===== src/rtl/fdiv_pkg.sv =====
package fdiv_pkg;
   // Lower modulus of the pair chosen by the select bit.
   function automatic int unsigned fdiv_low_mod(input bit low_band, input bit sel);
      if (low_band) return sel ? 16 : 8;
      return sel ? 32 : 16;
   endfunction
   localparam int unsigned FDIV_MAX_MOD = 33;
endpackage


===== src/rtl/fdiv_cfg.sv =====
module fdiv_cfg #(
   parameter int A_W   = 5,
   parameter int B_W   = 13,
   parameter int B_MIN = 3
) (
   input  logic [A_W-1:0] a_in,
   input  logic [B_W-1:0] b_in,
   output logic [A_W-1:0] a_eff,
   output logic [B_W-1:0] b_eff,
   output logic           bad
);
   localparam int PAD = B_W - A_W;
   logic [B_W-1:0] a_wide;
   logic           b_low;

   always_comb begin
      a_wide = {{PAD{1'b0}}, a_in};
      b_low  = (b_in < B_W'(B_MIN));
      b_eff  = b_low ? B_W'(B_MIN) : b_in;
      bad    = b_low | (a_wide > b_in);
      a_eff  = (a_wide > b_eff) ? b_eff[A_W-1:0] : a_in;
   end
endmodule


===== src/rtl/fdiv_prescaler.sv =====
module fdiv_prescaler #(
   parameter int PC_W     = 6,
   parameter bit LOW_BAND = 1'b0
) (
   input  logic            clk,
   input  logic            rst_n,
   input  logic            freeze,
   input  logic            restart,
   input  logic            sel_act,
   input  logic            swallow,
   output logic [PC_W-1:0] pc,
   output logic [PC_W-1:0] low_mod,
   output logic            cyc_end
);
   import fdiv_pkg::*;
   logic [PC_W-1:0] modulus;
   logic [PC_W-1:0] pc_q;

   generate
      if (LOW_BAND) begin : g_low
         assign low_mod = sel_act ? PC_W'(fdiv_low_mod(1'b1, 1'b1))
                                  : PC_W'(fdiv_low_mod(1'b1, 1'b0));
      end else begin : g_high
         assign low_mod = sel_act ? PC_W'(fdiv_low_mod(1'b0, 1'b1))
                                  : PC_W'(fdiv_low_mod(1'b0, 1'b0));
      end
   endgenerate

   assign modulus = swallow ? low_mod + PC_W'(1) : low_mod;
   assign cyc_end = !freeze && !restart && (pc_q == modulus - PC_W'(1));
   assign pc      = pc_q;

   always_ff @(posedge clk or negedge rst_n) begin
      if (!rst_n)                  pc_q <= '0;
      else if (freeze || restart)  pc_q <= '0;
      else if (cyc_end)            pc_q <= '0;
      else                         pc_q <= pc_q + PC_W'(1);
   end
endmodule


===== src/rtl/fdiv_counters.sv =====
module fdiv_counters #(
   parameter int A_W = 5,
   parameter int B_W = 13
) (
   input  logic           clk,
   input  logic           rst_n,
   input  logic           freeze,
   input  logic           cyc_end,
   input  logic [A_W-1:0] a_eff,
   input  logic [B_W-1:0] b_eff,
   input  logic           bad,
   input  logic           sel_in,
   output logic           at_load,
   output logic [A_W-1:0] ac,
   output logic [B_W-1:0] bc,
   output logic           sel_act,
   output logic           err,
   output logic           pulse
);
   always_ff @(posedge clk or negedge rst_n) begin
      if (!rst_n) begin
         at_load <= 1'b1;
         ac      <= '0;
         bc      <= '0;
         sel_act <= 1'b0;
         err     <= 1'b0;
         pulse   <= 1'b0;
      end else if (freeze) begin
         at_load <= 1'b1;
         pulse   <= 1'b0;
      end else if (at_load || (cyc_end && bc == B_W'(1))) begin
         at_load <= 1'b0;
         ac      <= a_eff;
         bc      <= b_eff;
         sel_act <= sel_in;
         err     <= bad;
         pulse   <= !at_load;
      end else if (cyc_end) begin
         bc      <= bc - B_W'(1);
         if (ac != '0) ac <= ac - A_W'(1);
         pulse   <= 1'b0;
      end else begin
         pulse   <= 1'b0;
      end
   end
endmodule


===== src/rtl/fdiv_pulse_swallow.sv =====
module fdiv_pulse_swallow #(
   parameter int A_W      = 5,
   parameter int B_W      = 13,
   parameter int B_MIN    = 3,
   parameter bit LOW_BAND = 1'b0
) (
   input  logic           clk,
   input  logic           rst_n,
   input  logic           pre_sel,
   input  logic [A_W-1:0] a_val,
   input  logic [B_W-1:0] b_val,
   input  logic           hold,
   input  logic           div_rst,
   output logic           div_pulse,
   output logic           cfg_err
);
   localparam int PC_W = $clog2(fdiv_pkg::FDIV_MAX_MOD + 1);

   generate
      if (A_W > B_W) begin : g_bad_width
         $error("swallow counter wider than main counter");
      end
      if (B_MIN < 2) begin : g_bad_min
         $error("minimum main count must be at least 2");
      end
   endgenerate

   logic           freeze;
   logic [A_W-1:0] a_eff;
   logic [B_W-1:0] b_eff;
   logic           bad;
   logic           at_load;
   logic [A_W-1:0] ac;
   logic [B_W-1:0] bc;
   logic           sel_act;
   logic [PC_W-1:0] pc;
   logic [PC_W-1:0] low_mod;
   logic           cyc_end;

   assign freeze = hold | div_rst;

   fdiv_cfg #(.A_W(A_W), .B_W(B_W), .B_MIN(B_MIN)) u_cfg (
      .a_in(a_val), .b_in(b_val), .a_eff(a_eff), .b_eff(b_eff), .bad(bad)
   );

   fdiv_prescaler #(.PC_W(PC_W), .LOW_BAND(LOW_BAND)) u_pre (
      .clk(clk), .rst_n(rst_n), .freeze(freeze), .restart(at_load),
      .sel_act(sel_act), .swallow(ac != '0),
      .pc(pc), .low_mod(low_mod), .cyc_end(cyc_end)
   );

   fdiv_counters #(.A_W(A_W), .B_W(B_W)) u_cnt (
      .clk(clk), .rst_n(rst_n), .freeze(freeze), .cyc_end(cyc_end),
      .a_eff(a_eff), .b_eff(b_eff), .bad(bad), .sel_in(pre_sel),
      .at_load(at_load), .ac(ac), .bc(bc), .sel_act(sel_act),
      .err(cfg_err), .pulse(div_pulse)
   );
endmodule


===== config.mk =====
export PLATFORM = sky130hd
export DESIGN_NAME = fdiv_pulse_swallow
export DESIGN_NICKNAME = d
export VERILOG_FILES = /design/src/rtl/fdiv_pkg.sv /design/src/rtl/fdiv_cfg.sv /design/src/rtl/fdiv_prescaler.sv /design/src/rtl/fdiv_counters.sv /design/src/rtl/fdiv_pulse_swallow.sv
export SDC_FILE = /design/constraint.sdc
export NUM_CORES = 1
export LEC_CHECK = 0
export BUFFER_PORTS_ARGS = -buffer_cell sky130_fd_sc_hd__buf_2
export CELL_PAD_IN_SITES_DETAIL_PLACEMENT = 0
export CELL_PAD_IN_SITES_GLOBAL_PLACEMENT = 1
export CORE_ASPECT_RATIO = 0.75
export CORE_MARGIN = 2
export CORE_UTILIZATION = 44
export DETAILED_ROUTE_END_ITERATION = 12
export PLACE_DENSITY = 0.78
export SLEW_MARGIN = 40
export SYNTH_ARGS = -nofsm -noshare
export SYNTH_HDL_FRONTEND = slang
export SYNTH_SLANG_ARGS = --single-unit

===== constraint.sdc =====
create_clock -name clk -period 3.1 [get_ports clk]
set_input_delay 0 -clock clk [delete_from_list [all_inputs] [get_ports clk]]
set_output_delay 0 -clock clk [all_outputs]
set_load 0.05 [all_outputs]

## Yosys cells after proc, flatten, opt, wreduce, memory -nomap -nowiden

Cells that the tools add are included.

| storage, ports and cells | value |
|---|---|
| register bits | 28 |
| input bits | 23 |
| output and inout port bits | 2 |

| operators by class | value |
|---|---|
| add/sub/neg operators | 5 |
| magnitude comparators | 3 |
| eq/ne operators | 2 |
| multiplexer cells | 15 |
| bitwise logic cells | 3 |
| reduce and logical (&&, ||, !) cells | 14 |

Operator list:

| operator | count |
|---|---|
| two-way mux 13 bit | 3 |
| greater-than comparator 5 x 13 -> 1 bit | 2 |
| two-way mux 6 bit | 4 |
| two-way mux 5 bit | 4 |
| == test 13 x 1 -> 1 bit, second input constant | 1 |
| < comparator 13 x 2 -> 1 bit, second input constant | 1 |
| subtractor 13 x 1 -> 13 bit, second input constant | 1 |
| adder 6 x 1 -> 6 bit, second input constant | 2 |
| == test 6 bit | 1 |
| nonzero test 2 bit | 3 |
| subtractor 6 x 1 -> 6 bit, second input constant | 1 |
| nonzero test 5 bit | 1 |
| subtractor 5 x 1 -> 5 bit, second input constant | 1 |
| two-way mux 1 bit | 4 |
| AND reduction 2 bit | 2 |
| logical AND 1 bit | 3 |
| AND reduction 3 bit | 1 |
| logical NOT 1 bit | 2 |
| logical OR 1 bit | 2 |
| OR 1 bit | 2 |
| inverter 1 bit | 1 |

## Logic depth before layout (Yosys ltp)

| depth | value |
|---|---|
| depth in word-level cells | 10 |
| gate-level depth with buffers | 12 |
| gate-level depth less buffers | 11 |

## Cells and area by module

Synthesis repeated with hierarchy kept, for this count alone.

| unflattened totals | value |
|---|---|
| cell total of the unflattened synthesis | 241 |
| area, all modules | 2162.1 µm² |

Modules (own cells, without submodules):

| module | instances | cells an instance | area an instance (µm²) | seq. area each (µm²) |
|---|---|---|---|---|
| fdiv_counters | 1 | 146 | 1322.5 | 551.8 |
| fdiv_cfg | 1 | 55 | 445.4 | 0.0 |
| fdiv_prescaler | 1 | 36 | 375.4 | 150.1 |
| fdiv_pulse_swallow | 1 | 4 | 18.8 | 0.0 |

## Worst setup path after synthesis

OpenSTA, ideal clock, no wires.

| timing | value |
|---|---|
| path kind | register to register |
| from | register u_cnt.ac[0] |
| to | register u_cnt.bc[0] |
| arrival time | 2.410 ns |
| path slack | 0.607 ns |
| stages on the path, launching flop included | 12 |
| path buffers | 1 |
| cells stage by stage | dfrtp_1 -> inv_1 -> ha_1 -> nor4b_4 -> inv_2 -> ha_1 -> xnor2_1 -> and3_1 -> a21boi_1 -> clkbuf_1 -> a21oi_1 -> o21ai_0 |

| between the ends | value |
|---|---|
| cells in the longest elaborated chain, start to end | 9 |
| elaborated cells on any way between the ends | 10 |
| those cells by class | 1 x add/sub; 1 x eq/ne; 2 x mux; 6 x reduce/logical |

Ends and longest elaborated chain:

| item | RTL line | text |
|---|---|---|
| start: declaration | fdiv_counters.sv:14 | `output logic [A_W-1:0] ac,` |
| start signal: assignment | fdiv_counters.sv:40 | `if (ac != '0) ac <= ac - A_W'(1);` |
| nonzero test 5 bit * | fdiv_pulse_swallow.sv:48 | `.sel_act(sel_act), .swallow(ac != '0),` |
| two-way mux 6 bit * | fdiv_prescaler.sv:29 | `assign modulus = swallow ? low_mod + PC_W'(1) : low_mod;` |
| subtractor 6 x 1 -> 6 bit * | fdiv_prescaler.sv:30 | `assign cyc_end = !freeze && !restart && (pc_q == modulus - PC_W'(1));` |
| == test 6 bit * | fdiv_prescaler.sv:30 |  |
| logical AND 1 bit * | fdiv_prescaler.sv:30 |  |
| logical AND 1 bit | fdiv_counters.sv:31 | `end else if (at_load \|\| (cyc_end && bc == B_W'(1))) begin` |
| logical OR 1 bit | fdiv_counters.sv:31 |  |
| nonzero test 2 bit (no source line) | -- |  |
| AND reduction 2 bit (no source line) | -- |  |
| end signal: assignment | fdiv_counters.sv:39 | `bc <= bc - B_W'(1);` |
| end: declaration | fdiv_counters.sv:15 | `output logic [B_W-1:0] bc,` |

Every way passes the cells marked *; elsewhere a longest branch is shown, timed or not.
A chain may end at the register's enable or synchronous reset.

## Worst setup path after layout

| timing | value |
|---|---|
| from | register u_cnt.ac[0] |
| to | register u_cnt.bc[3] |

The elaborated chain is that of the path after synthesis.

==> metrics.txt <==
# TYPE chip_impl_metric gauge
chip_impl_metric{name="stage_delay_of_the_slowest_cell_on_the_critical_path",unit="ns"} 0.42
chip_impl_metric{name="detail_route.vias_per_cell",unit=""} 5.60
chip_impl_info{name="netlist_top_cells_count",value="sky130_fd_sc_hd__dfrtp_1, sky130_fd_sc_hd__a21oi_1, sky130_fd_sc_hd__inv_1, sky130_fd_sc_hd__nor2_1, sky130_fd_sc_hd__ha_1"} 1
chip_impl_metric{name="groute.layer.met3.usage",unit=""} 0.0393
chip_impl_metric{name="worstPathRequired",unit="ns"} 3.27
chip_impl_metric{name="hpwlAfterDp",unit="µm"} 3660
chip_impl_metric{name="layout-drive-gt1-share",unit=""} 0.188
chip_impl_info{name="path_delay_family",value="compound AO/OA/AOI/OAI gates"} 1
chip_impl_metric{name="timing_hold_violations_final",unit=""} 0
chip_impl_metric{name="power_frac_seq",unit=""} 0.485
chip_impl_metric{name="clk_transition_reported_paths",unit="ns"} 0.10
chip_impl_metric{name="wirelength",unit="µm"} 4830
chip_impl_metric{name="fill_cells",unit=""} 442
chip_impl_metric{name="syn_area_per_cell",unit="µm²"} 8.65
chip_impl_metric{name="fin_nets",unit=""} 311
chip_impl_metric{name="power_frac_comb",unit=""} 0.320
chip_impl_info{name="worst_setup_path_start_kind",value="flop"} 1
chip_impl_metric{name="area.sequential",unit="µm²"} 702
chip_impl_metric{name="slew_viol_final",unit=""} 0
chip_impl_metric{name="tritoncts_num_sinks",unit=""} 28
chip_impl_metric{name="number_of_antenna_violations_at_the_first_check_in_global_routing",unit=""} 0
chip_impl_metric{name="io_buffer_count",unit=""} 24
chip_impl_metric{name="clock_tree.htree_level_count",unit=""} 1
chip_impl_info{name="rsz_0062_raised_after_global_routing",value="false"} 1
chip_impl_metric{name="critical_path_buf_inv_count",unit=""} 3
chip_impl_metric{name="ant_nets",unit=""} 0
chip_impl_info{name="grt_most_used_layer",value="met2"} 1
chip_impl_metric{name="io_pins",unit=""} 25
chip_impl_metric{name="clkLatencyLatePin",unit="ns"} 0.28
chip_impl_metric{name="fin_worst_hold_slack",unit="ns"} 0.0332
chip_impl_metric{name="timing.max_slew.rel_slack",unit=""} 0.569
chip_impl_metric{name="syn_nets",unit=""} 276
chip_impl_metric{name="max_clock_freq",unit="GHz"} 0.353
chip_impl_metric{name="cts_max_path_buffers",unit=""} 2
chip_impl_metric{name="synthDominantCellAreaShare",unit=""} 0.330
chip_impl_metric{name="syn_area",unit="µm²"} 2050
chip_impl_info{name="critPathCaptureType",value="flop"} 1
chip_impl_metric{name="diodes",unit=""} 0
chip_impl_info{name="synth.most_common_cell",value="sky130_fd_sc_hd__dfrtp_1"} 1
chip_impl_metric{name="cts_made_buffers",unit=""} 3
chip_impl_metric{name="synth.distinct_cells",unit=""} 54
chip_impl_metric{name="cellPowerDensity",unit="nW/µm²"} 502
chip_impl_metric{name="worst_ep_arrival_time",unit="ns"} 3.00
chip_impl_metric{name="cts_repair_resize_count",unit=""} 0
chip_impl_metric{name="route.detailed.drc",unit=""} 0
chip_impl_info{name="library_cell_appearing_most_often_on_the_critical_path",value="sky130_fd_sc_hd__ha_1"} 1
chip_impl_metric{name="grt_util_met1",unit=""} 0.293
chip_impl_metric{name="clkPwrFrac",unit=""} 0.195
chip_impl_metric{name="synth-edff-count",unit=""} 0
chip_impl_metric{name="final_period_minus_worst_setup_slack",unit="ns"} 2.83
chip_impl_metric{name="coreArea",unit="µm²"} 4470
chip_impl_metric{name="multiInputGateArea",unit="µm²"} 1220
chip_impl_metric{name="num_vias",unit=""} 1838
chip_impl_metric{name="min_period_over_period",unit=""} 0.913
chip_impl_metric{name="grt_pass1_wl",unit="µm"} 8790
chip_impl_info{name="cts_tree",value="done"} 1
chip_impl_info{name="synth_largest_area_cell",value="sky130_fd_sc_hd__dfrtp_1"} 1
chip_impl_metric{name="num_rows",unit=""} 21
chip_impl_metric{name="cell_count_after_synthesis",unit=""} 237
chip_impl_metric{name="ys_seq_area_frac",unit=""} 0.342
chip_impl_metric{name="finalWeightedCongestion",unit=""} 0.802
chip_impl_metric{name="netSwitchingFraction",unit=""} 0.372
chip_impl_metric{name="die_x",unit="µm"} 82.8
chip_impl_metric{name="setup_tns",unit="ns"} 0
chip_impl_info{name="clk_tree_root_cell",value="sky130_fd_sc_hd__clkbuf_8"} 1
chip_impl_metric{name="switchingPower",unit="µW"} 441
chip_impl_metric{name="global_route.overflow_total",unit=""} 0
chip_impl_metric{name="yosys_reg_bits",unit=""} 28
chip_impl_info{name="status",value="finished clean"} 1
chip_impl_metric{name="vdd_ir_drop_max",unit="µV"} 307
chip_impl_metric{name="globalRouteTotalUtil",unit=""} 0.203
chip_impl_metric{name="critPathMaxFanout",unit=""} 14
chip_impl_metric{name="power.static_leakage",unit="µW"} 0.00104
chip_impl_info{name="hp-class",value="primary input to flop"} 1
chip_impl_info{name="synth_top_cells_by_area",value="sky130_fd_sc_hd__dfrtp_1, sky130_fd_sc_hd__ha_1, sky130_fd_sc_hd__a21oi_1, sky130_fd_sc_hd__inv_1, sky130_fd_sc_hd__nor2_1"} 1
chip_impl_metric{name="number_of_global_route_vias_before_repair",unit=""} 1848
chip_impl_metric{name="layout-area-overhead-vs-synth",unit="%"} 15.3
chip_impl_info{name="timing.critical_path.cells",value="inv_1 -> ha_1 -> nor4b_4 -> inv_2 -> ha_1 -> xnor2_1 -> and3_1 -> a31o_2 -> buf_4 -> o21ai_0 -> a22o_1"} 1
chip_impl_metric{name="die_area",unit="µm²"} 5230
chip_impl_metric{name="fin_worst_skew",unit="ns"} 0.00537
chip_impl_metric{name="dr.first_iter.drc_count",unit=""} 104
chip_impl_metric{name="postSynth.asyncResetShare",unit=""} 1.00
chip_impl_metric{name="drt-wirelength-per-cell",unit="µm"} 14.7
chip_impl_info{name="slowest_stage",value="sky130_fd_sc_hd__dfrtp_1"} 1
chip_impl_metric{name="die_height",unit="µm"} 63.1
chip_impl_metric{name="cap_violations",unit=""} 0
chip_impl_metric{name="grt_use_met2",unit=""} 0.314
chip_impl_metric{name="timing_worst_slew_pin_value",unit="ns"} 0.647
chip_impl_info{name="timing.setup.critical_path_class",value="flop to flop"} 1
chip_impl_metric{name="pin_count_of_the_biggest_net_entering_global_routing",unit=""} 29
chip_impl_metric{name="power.internal",unit="µW"} 745
chip_impl_metric{name="timing.final.setup_violations",unit=""} 0
chip_impl_metric{name="initial_core_util",unit=""} 0.459
chip_impl_info{name="main_flop_type_after_synthesis",value="sky130_fd_sc_hd__dfrtp_1"} 1
chip_impl_metric{name="drt_pass1_iterations",unit=""} 4
chip_impl_metric{name="ys_warn_count",unit=""} 0
[metal layers]
layer  part of all wire  up-vias
li1                   -      942
met2               0.44       36
met3              0.039        2
met5                  0        -
met4             0.0046        0
met1               0.52      858
[registers in the layout, summed over array words and instances (netlist names)]
register and flops:
u_cnt.bc 13, u_pre.pc 6, u_cnt.ac 5, u_cnt.at_load 1, u_cnt.err 1, u_cnt.pulse 1, u_cnt.sel_act 1
[power groups by stage]
stage	combinational, µW	clock (µW)	sequential (µW)
after floorplan	281	0	549
after global placement	372	0	581
after detailed placement	375	0	578
after CTS	381	238	573
after global routing	442	251	593
final	379	231	575
[final timing paths]
path | start | end | slack [ns] | depth (start not counted)
setup reg to reg | u_cnt.ac[0] | u_cnt.bc[3] | 0.27 | 11
hold reg to reg | u_cnt.err | u_cnt.err | 0.48 | 2
setup / recovery | u_cnt.ac[0] | u_cnt.bc[3] | 0.27 | 11
max in group asynchronous | rst_n | u_cnt.bc[0] | 2.40 | 2
min in group asynchronous | rst_n | u_pre.pc[2] | 0.28 | 2
hold / removal | b_val[7] | u_cnt.bc[7] | 0.03 | 3
[cell usage in the layout, fill, tap and decap left out, types with 2 or more instances in the layout]
cell / instances
sky130_fd_sc_hd__a21oi_1: 21
sky130_fd_sc_hd__a22oi_1: 3
sky130_fd_sc_hd__a31o_2: 2
sky130_fd_sc_hd__a31oi_1: 5
sky130_fd_sc_hd__and3_1: 3
sky130_fd_sc_hd__buf_2: 24
sky130_fd_sc_hd__buf_4: 9
sky130_fd_sc_hd__clkbuf_8: 4
sky130_fd_sc_hd__dfrtp_1: 27
sky130_fd_sc_hd__dlygate4sd3_1: 5
sky130_fd_sc_hd__ha_1: 16
sky130_fd_sc_hd__inv_1: 19
sky130_fd_sc_hd__mux2_1: 2
sky130_fd_sc_hd__mux2_2: 2
sky130_fd_sc_hd__mux2i_1: 2
sky130_fd_sc_hd__nand2_1: 12
sky130_fd_sc_hd__nand3_1: 13
sky130_fd_sc_hd__nand4_1: 3
sky130_fd_sc_hd__nor2_1: 19
sky130_fd_sc_hd__nor2b_1: 2
sky130_fd_sc_hd__nor3_1: 7
sky130_fd_sc_hd__nor4_1: 6
sky130_fd_sc_hd__o211ai_1: 2
sky130_fd_sc_hd__o21ai_0: 13
sky130_fd_sc_hd__o21ai_1: 9
sky130_fd_sc_hd__o22a_1: 2
sky130_fd_sc_hd__o31ai_1: 2
sky130_fd_sc_hd__or2_2: 2
sky130_fd_sc_hd__or3_1: 4
sky130_fd_sc_hd__or4_1: 4
sky130_fd_sc_hd__xnor2_1: 4
[cell type report]
class	instances	share of cell area
Tap cell	57	0.0302
Inverter	20	0.0318
Sequential cell	28	0.297
Multi-Input combinational cell	181	0.517
Timing Repair Buffer	38	0.101
Clock buffer	4	0.0233
[timing repair]
action | in CTS | in global routing
hold buffers | 5 | 0
endpoints found under the setup margin | 0 | 0
endpoints found under the hold margin | 30 | 0
setup buffers | 0 | 0
[cells by family (layout without fill, tap and decap cells)]
family                     count (synthesis)  after routing  synth area share
AOI/OAI and AO/OA                         70             70             0.212
adders and majority gates                 16             16            0.0977
and+or+nand+nor                           84             84             0.233
xor gates and xnor gates                   5              5            0.0214
buffers and inverters                     28             62            0.0617
muxes                                      6              6            0.0317
DFF                                       28             28             0.342
[worst reg2reg max path, cell delays in order (launching register included)]
cell	delay [ns]
sky130_fd_sc_hd__dfrtp_1	0.42
sky130_fd_sc_hd__inv_1	0.10
sky130_fd_sc_hd__ha_1	0.15
sky130_fd_sc_hd__nor4b_4	0.30
sky130_fd_sc_hd__inv_2	0.12
sky130_fd_sc_hd__ha_1	0.30
sky130_fd_sc_hd__xnor2_1	0.18
sky130_fd_sc_hd__and3_1	0.25
sky130_fd_sc_hd__a31o_2	0.33
sky130_fd_sc_hd__buf_4	0.24
sky130_fd_sc_hd__o21ai_0	0.10
sky130_fd_sc_hd__a22o_1	0.23
[per-stage QoR]
step / util / total power (µW) / cell area [µm²] / instances / setup slack [ns]
6_report: 0.529 / 1190 / 2360 / 328 / 0.268
5_1_grt: 0.529 / 1290 / 2360 / 328 / 0.0469
4_1_cts: 0.529 / 1190 / 2360 / 328 / 0.275
3_5_place_dp: 0.505 / 953 / 2260 / 319 / 0.291
3_3_place_gp: 0.505 / 953 / 2260 / 319 / 0.375
2_1_floorplan: - / 829 / 2050 / 237 / 0.607
No activity file was read; power rests on OpenSTA's default activity.
